### src/rtl/vcfg_pkg.sv
package vcfg_pkg;

  typedef struct packed {
    logic       ill;
    logic [2:0] sew;
    logic [2:0] lmul;
  } vtype_t;

  typedef enum logic [1:0] {
    FORM_AVL  = 2'd0,
    FORM_MAX  = 2'd1,
    FORM_KEEP = 2'd2
  } form_e;

  localparam logic [2:0] LMUL_RSVD = 3'b100;

endpackage

### src/rtl/vcfg_vlmax.sv
module vcfg_vlmax #(
  parameter int VLEN = 128,
  parameter int ELEN = 64,
  localparam int LOG2VLEN = $clog2(VLEN),
  localparam int LOG2ELEN = $clog2(ELEN),
  localparam int VLW = LOG2VLEN + 1
) (
  input  logic [2:0]     sew_i,
  input  logic [2:0]     lmul_i,
  output logic           legal_o,
  output logic [VLW-1:0] vlmax_o
);
  import vcfg_pkg::*;

  logic signed [7:0] expo;
  logic              sew_ok;

  always_comb begin
    expo = 8'(LOG2VLEN - 3) - {5'd0, sew_i} + {{5{lmul_i[2]}}, lmul_i};
    sew_ok = ({5'd0, sew_i} <= 8'(LOG2ELEN - 3));
    legal_o = sew_ok && (lmul_i != LMUL_RSVD) && (expo >= 8'sd0);
    if (expo >= 8'sd0) vlmax_o = VLW'(1) << expo[6:0];
    else               vlmax_o = '0;
  end

endmodule

### src/rtl/vcfg_next.sv
module vcfg_next #(
  parameter int XLEN = 32,
  parameter int VLW  = 8
) (
  input  vcfg_pkg::form_e  form_i,
  input  logic [XLEN-1:0]  avl_i,
  input  logic [2:0]       sew_i,
  input  logic [2:0]       lmul_i,
  input  logic             new_legal_i,
  input  logic [VLW-1:0]   new_vlmax_i,
  input  logic [VLW-1:0]   cur_vlmax_i,
  input  logic [VLW-1:0]   cur_vl_i,
  input  logic             cur_ill_i,
  output vcfg_pkg::vtype_t vtype_o,
  output logic [VLW-1:0]   vl_o
);
  import vcfg_pkg::*;

  logic           reserved;
  logic [VLW-1:0] vl_raw;

  always_comb begin
    reserved = 1'b0;
    unique case (form_i)
      FORM_AVL: vl_raw = (avl_i > XLEN'(new_vlmax_i)) ? new_vlmax_i : avl_i[VLW-1:0];
      FORM_MAX: vl_raw = new_vlmax_i;
      default: begin
        vl_raw   = cur_vl_i;
        reserved = cur_ill_i || (new_vlmax_i != cur_vlmax_i);
      end
    endcase

    if (!new_legal_i || reserved) begin
      vtype_o = '{ill: 1'b1, sew: 3'd0, lmul: 3'd0};
      vl_o    = '0;
    end else begin
      vtype_o = '{ill: 1'b0, sew: sew_i, lmul: lmul_i};
      vl_o    = vl_raw;
    end
  end

endmodule

### src/rtl/vcfg_unit.sv
module vcfg_unit #(
  parameter int VLEN = 128,
  parameter int ELEN = 64,
  parameter int XLEN = 32,
  localparam int VLW = $clog2(VLEN) + 1
) (
  input  logic            clk,
  input  logic            rst_n,
  input  logic            cfg_valid,
  input  logic            rs1_is_x0,
  input  logic            rd_is_x0,
  input  logic [XLEN-1:0] avl_i,
  input  logic [2:0]      sew_i,
  input  logic [2:0]      lmul_i,
  output logic [VLW-1:0]  vl_o,
  output logic            ill_o,
  output logic [2:0]      sew_o,
  output logic [2:0]      lmul_o,
  output logic            rd_we_o,
  output logic [XLEN-1:0] rd_data_o
);
  import vcfg_pkg::*;

  localparam int NSRC = 2;  // 0: requested code, 1: current state

  vtype_t         vtype_q, vtype_d;
  logic [VLW-1:0] vl_q, vl_d;
  logic           we_q, we_d;
  logic [XLEN-1:0] wdata_q;
  form_e          form;

  logic [NSRC-1:0][2:0]     src_sew, src_lmul;
  logic [NSRC-1:0]          src_legal;
  logic [NSRC-1:0][VLW-1:0] src_vlmax;

  assign src_sew[0]  = sew_i;
  assign src_lmul[0] = lmul_i;
  assign src_sew[1]  = vtype_q.sew;
  assign src_lmul[1] = vtype_q.lmul;

  for (genvar g = 0; g < NSRC; g++) begin : g_vlmax
    vcfg_vlmax #(.VLEN(VLEN), .ELEN(ELEN)) u_vlmax (
      .sew_i  (src_sew[g]),
      .lmul_i (src_lmul[g]),
      .legal_o(src_legal[g]),
      .vlmax_o(src_vlmax[g])
    );
  end

  always_comb begin
    if (!rs1_is_x0)     form = FORM_AVL;
    else if (!rd_is_x0) form = FORM_MAX;
    else                form = FORM_KEEP;
    we_d = cfg_valid && !rd_is_x0;
  end

  vcfg_next #(.XLEN(XLEN), .VLW(VLW)) u_next (
    .form_i     (form),
    .avl_i      (avl_i),
    .sew_i      (sew_i),
    .lmul_i     (lmul_i),
    .new_legal_i(src_legal[0]),
    .new_vlmax_i(src_vlmax[0]),
    .cur_vlmax_i(src_vlmax[1]),
    .cur_vl_i   (vl_q),
    .cur_ill_i  (vtype_q.ill),
    .vtype_o    (vtype_d),
    .vl_o       (vl_d)
  );

  always_ff @(posedge clk or negedge rst_n) begin
    if (!rst_n) begin
      vtype_q <= '{ill: 1'b1, sew: 3'd0, lmul: 3'd0};
      vl_q    <= '0;
      wdata_q <= '0;
    end else if (cfg_valid) begin
      vtype_q <= vtype_d;
      vl_q    <= vl_d;
      wdata_q <= XLEN'(vl_d);
    end
  end

  always_ff @(posedge clk or negedge rst_n) begin
    if (!rst_n) we_q <= 1'b0;
    else        we_q <= we_d;
  end

  assign vl_o      = vl_q;
  assign ill_o     = vtype_q.ill;
  assign sew_o     = vtype_q.sew;
  assign lmul_o    = vtype_q.lmul;
  assign rd_we_o   = we_q;
  assign rd_data_o = wdata_q;

endmodule

### config.mk
export PLATFORM = sky130hd
export DESIGN_NAME = vcfg_unit
export DESIGN_NICKNAME = d
export VERILOG_FILES = /design/src/rtl/vcfg_pkg.sv /design/src/rtl/vcfg_vlmax.sv /design/src/rtl/vcfg_next.sv /design/src/rtl/vcfg_unit.sv
export SDC_FILE = /design/constraint.sdc
export NUM_CORES = 1
export LEC_CHECK = 0
export BUFFER_PORTS_ARGS = -buffer_cell sky130_fd_sc_hd__buf_2
export CORE_MARGIN = 1
export CORE_UTILIZATION = 54
export CTS_CLUSTER_SIZE = 28
export DETAILED_ROUTE_END_ITERATION = 16
export PLACE_DENSITY = 0.94
export SLEW_MARGIN = 40
export SYNTH_ARGS = -nofsm -noshare
export SYNTH_HDL_FRONTEND = slang
export SYNTH_SLANG_ARGS = --single-unit
export TNS_END_PERCENT = 10
### constraint.sdc
create_clock -name clk -period 8.39 [get_ports clk]
set_clock_uncertainty 0.1 [all_clocks]
set_input_delay 1.678 -clock clk [delete_from_list [all_inputs] [get_ports clk]]
set_output_delay 1.678 -clock clk [all_outputs]
set_load 0.05 [all_outputs]
Word-level counts from Yosys, hierarchy flattened
Cells that the tools add are included.

storage, ports and cells
  register bits = 16
  output and inout bits = 48
  logic and storage cells = 38

cells by class
  $add $sub $neg = 4
  order comparisons = 4
  equal/unequal tests = 3
  shift-type cells = 2
  multiplexer cells = 9
  reductions and logical operators = 11

operator list
  cell                                                                    number
  32-bit by 8-bit > comparator with 1-bit output                          1
  8-bit two-way mux                                                       4
  8-bit adder                                                             2
  8-bit by 1-bit >= comparator with 1-bit output (second input constant)  2
  8-bit one-hot mux with 2 select lines                                   1
  1-bit by 7-bit left shift with 8-bit output (first input constant)      2
  8-bit != test                                                           1
  3-bit by 3-bit subtractor with 4-bit output (first input constant)      2
  7-bit two-way mux                                                       1
  2-bit two-way mux                                                       2
  3-bit by 2-bit <= comparator with 1-bit output (second input constant)  1
  1-bit logical AND                                                       3
  3-bit != test (second input constant)                                   1
  3-bit nonzero test                                                      1
  2-bit by 1-bit == test with 1-bit output (second input constant)        1
  1-bit logical NOT                                                       2
  2-bit logical NOT                                                       1
  1-bit logical OR                                                        2
  2-bit AND reduction                                                     1
  2-bit OR reduction                                                      1
  1-bit two-way mux                                                       1

Logic depth before layout (Yosys ltp)
  depth in word-level cells = 10
  gate-level depth with buffers = 19
  mapped depth without buffers = 18

Hierarchy
From an unflattened synthesis, not the netlist that was laid out.

second synthesis, totals
  cells, all modules = 242
  area total of the unflattened synthesis = 2243.4 µm²

modules (own cells, without submodules)
  module                           instances  cells an instance  area each (µm²)
  vcfg_unit                        1          69                 898.4
  vcfg_next                        1          95                 700.7
  vcfg_vlmax (g_vlmax[1].u_vlmax)  1          39                 339.1
  vcfg_vlmax (g_vlmax[0].u_vlmax)  1          39                 305.3

Worst setup path before layout
No wires, ideal clock.

  kind = input -> register
  from = input sew_i[0]
  to = register vl_q[0], in the netlist vl_o[0]
  data arrival time = 5.265 ns
  path slack = 2.894 ns
  cell stages on the path = 17
  path buffers = 0
  path through = inv_1 ha_1 xor2_1 ha_1 nor2b_1 nor2_1 fa_1 or3b_1 nor4_4 nand2b_1 ha_1 nand3_1 o21bai_1 a31oi_1 a2111oi_0 a221oi_1 o21ai_2

on the way
  cells in the longest elaborated chain, start to end = 10
  elaborated cells on any way between the ends = 19
  those cells by class = add/sub: 2; order compare: 3; eq/ne: 1; shift: 1; mux: 5; reduce/logical: 7

RTL lines
  item                                                                                     RTL line         source
  start, declared                                                                          vcfg_unit.sv:13  input logic [2:0] sew_i,
  branches (longest 10 deep; another with 32-bit by 8-bit > comparator with 1-bit output)  --
  end signal, assigned                                                                     vcfg_unit.sv:78  vl_q <= vl_d;
  end, declared                                                                            vcfg_unit.sv:27  logic [VLW-1:0] vl_q, vl_d;

Parallel ways; which one is timed is not known.
A chain may end at the register's enable or synchronous reset.

Final worst setup path
  from = input sew_i[0]
  to = register vl_q[4], in the netlist vl_o[4]

The elaborated chain is that of the path after synthesis.

==> metrics.md <==
| Metric | Value |
|---|---|
| Clock share of power | `0.225` |
| Nets | `381` |
| CTS Buffer Depth | `2` |
| Detailed Route Iter0 Violations | `118` |
| Initial antenna violation count | `0` |
| Cell Int Power | `0.172 mW` |
| Cts hold-fix bufs | `0` |
| Max Clk Rate | `0.169 GHz` |
| GRT Total Usage | `0.260` |
| Synthesized area per cell | `8.90 um^2` |
| Switching share of total power | `0.444` |
| # IOs | `91` |
| Final GP Congestion | `0.913` |
| WL final | `5670 um` |
| Cell variety after synth | `59` |
| Die Y | `67.2 um` |
| Number of max-cap violations | `0` |
| Hold crit path type | `flip-flop to flip-flop` |
| Max Transition Viols Final | `0` |
| Slew HR | `0.472` |
| Post-Layout Cell Count | `362` |
| Vias in the first global route | `1995` |
| Share of layout cells above drive strength 1 | `0.317` |
| Die footprint | `4520 um^2` |
| Num rows | `23` |
| Routed WL per cell | `15.7 um` |
| Post-CTS setup buffer count | `0` |
| Synth top area share | `0.163` |
| Worst slew pin tran | `0.789 ns` |
| Area delta synth->final | `9.97%` |
| Crit path DAT | `5.95 ns` |
| Setup crit start kind | `primary input` |
| Port bufs | `66` |
| Worst EP required | `8.41 ns` |
| Gate power share | `0.504` |
| Synth Warn # | `0` |
| Total CTS buffers | `3` |
| Status | `completed` |
| Die X | `67.2 um` |
| Post-DRT Antenna Nets | `0` |
| First-pass GRT wire length | `8870 um` |
| Vias/cell | `6.03` |
| Min cycle time layout | `5.93 ns` |
| Async SR Flop Fraction | `1.00` |
| Syn Std Cell Area | `2300 um^2` |
| Htree depth | `1` |
| Root buf cell | `clkbuf_8` |
| Final period utilization | `0.706` |
| Number of enable flip-flop cells after synthesis | `0` |
| RSZ-0062 raised after global routing | `false` |
| Post-DP HPWL | `4520 um` |
| Clock slew at reported path FFs | `0.06 ns` |
| P_leak | `1.14 nW` |
| Core ar. | `4030 um^2` |
| Pin count of the biggest net entering global routing | `17` |
| Pre-Repair DR Iteration Count | `4` |
| Top cells by area, synth | `dfrtp_1, buf_4, ha_1, fa_1, nand4_1` |
| Most used flip-flop cell after synthesis | `dfrtp_1` |
| Endpoint type of the worst setup path | `flip-flop` |
| Net switching power figure | `0.138 mW` |
| Peak VDD IR | `0.0894 mV` |
| PwrDens | `123 nW/um^2` |
| Routed via count | `2184` |
| Register area share after synthesis | `0.175` |
| Setup TNS | `0 ns` |
| Worst-path maximum fanout | `9` |
| R2R setup slack | `4.28 ns` |
| TritonCTS clock tree | `yes` |
| DRC | `0` |
| Crit Path Class | `primary input to flip-flop` |
| GR Overflow Total | `0` |
| Diode count | `0` |
| Total clock sinks | `16` |
| Post-Syn Instances | `258` |
| Starting Density | `0.570` |
| Clock latency on the worst-skew pair | `0.25 ns` |
| Reg power frac | `0.271` |
| Post-CTS Resized | `0` |
| Final setup viols | `0` |
| Post-synth top area cell | `dfrtp_1` |
| Placed cells | `358` |
| Number of synthesized register bits | `16` |
| Final hold violations | `0` |
## critical path, cell delays in order
cell and delay, ns:
buf_2 0.15, inv_1 0.06, ha_1 0.20, xor2_1 0.14, ha_1 0.38, nor2b_1 0.16
nor2_1 0.08, fa_1 0.53, or3b_1 0.40, nor4_4 0.23, nand2b_1 0.13, ha_1 0.21
a2111oi_0 0.45, a31oi_1 0.36, a21o_2 0.37, a221oi_1 0.32, o21ai_2 0.09
## power by group through the flow
stage / combinational, mW / clock [mW] / sequential (mW)
floorplan: 0.120 / 0 / 0.0940
global placement: 0.150 / 0 / 0.0851
detailed placement: 0.153 / 0 / 0.0851
CTS: 0.154 / 0.0708 / 0.0838
global route: 0.169 / 0.0741 / 0.0843
finish: 0.156 / 0.0696 / 0.0838
## placed cells by master, fill, tap and decap left out, types with 3 or more instances in the layout
cell type / count
buf_2: 66
conb_1: 24
ha_1: 19
inv_1: 15
dfrtp_1: 15
nand2_1: 14
nand4_1: 14
nor2_1: 12
nand3_1: 12
o21ai_2: 10
nor4_1: 8
a221oi_1: 8
a211oi_1: 7
fa_1: 6
nor2b_1: 5
a32oi_1: 5
nand2b_1: 4
nand3b_1: 4
nor3_1: 4
o21ai_1: 4
clkbuf_8: 4
a21oi_1: 3
nor3b_2: 3
nor3b_1: 3
xor2_1: 3
o21a_1: 3
xnor2_1: 3
## synth_stat cells (2+ instances only)
master	number
buf_4	33
ha_1	19
dfrtp_1	15
inv_1	15
nand2_1	14
nand4_1	14
nand3_1	12
nor2_1	12
o21ai_2	10
a221oi_1	8
nor4_1	8
a211oi_1	7
fa_1	6
a32oi_1	5
nor2b_1	5
nor3_1	5
nand2b_1	4
nand3b_1	4
o21ai_1	4
a21oi_1	3
nor3b_1	3
nor3b_2	3
o21a_1	3
xnor2_1	3
xor2_1	3
a2111oi_0	2
buf_6	2
clkbuf_8	2
nor4b_1	2
or3b_1	2
xnor2_2	2
## worst paths after layout
path                                      start                    to  cells past startpoint
setup / recovery                       sew_i[0]   vl_o[4]$_DFFE_PN0P_                     17
hold reg to reg            sew_o[1]$_DFFE_PN0P_  sew_o[1]$_DFFE_PN0P_                      2
max in group asynchronous                 rst_n     ill_o$_DFFE_PN1P_                      1
min in group asynchronous                 rst_n   vl_o[0]$_DFFE_PN0P_                      1
setup reg to reg           sew_o[0]$_DFFE_PN0P_     ill_o$_DFFE_PN1P_                     12
hold / removal             sew_o[1]$_DFFE_PN0P_  sew_o[1]$_DFFE_PN0P_                      2
## through the flow
| stage | area [um^2] | utilization | setup WS, ns | total power, mW | hold slack (ns) |
|---|---|---|---|---|---|
| after global routing | 2520 | 0.627 | 2.18 | 0.327 | 0.500 |
| after global placement | 2460 | 0.612 | 2.42 | 0.235 | 0.448 |
| after detailed placement | 2460 | 0.612 | 2.26 | 0.238 | 0.459 |
| final | 2520 | 0.627 | 2.46 | 0.310 | 0.471 |
| after floorplan | 2380 | - | 2.89 | 0.214 | 0.642 |
| after CTS | 2520 | 0.625 | 2.52 | 0.309 | 0.475 |
## cell families (layout without fill, tap and decap cells)
group	count (synthesis)	count (layout)	share of synthesized area
XOR/XNOR	8	8	0.0371
AND/OR/NAND/NOR	98	98	0.268
flip-flops	16	16	0.175
adder cells (fa/ha/maj)	25	25	0.156
multiplexers	2	2	0.0109
AO/OA/AOI/OAI	54	54	0.192
other	1	24	0.00163
buffers and inverters	54	85	0.160
## sequential cells by signal (all words and copies together) (netlist names)
register,flops
ill_o,1
lmul_o,3
rd_we_o,1
sew_o,3
vl_o,8
## metal layers
metal | GRT usage | vias to the layer above | wire length, um
met4 | 0.0904 | 0 | 148
met3 | 0.0490 | 16 | 430
met2 | 0.458 | 123 | 2800
met1 | 0.315 | 1024 | 2290
li1 | - | 1021 | -
met5 | 0 | - | 0
## layout make-up
type | count | area, um^2
Multi-Input combinational cell | 211 | 1620
Fill cell | 361 | 1500
Sequential cell | 16 | 402
Timing Repair Buffer | 66 | 330
Tap cell | 50 | 62.6
Inverter | 15 | 56.3
Clock buffer | 4 | 55.1
No activity file was read; power rests on OpenSTA's default activity.
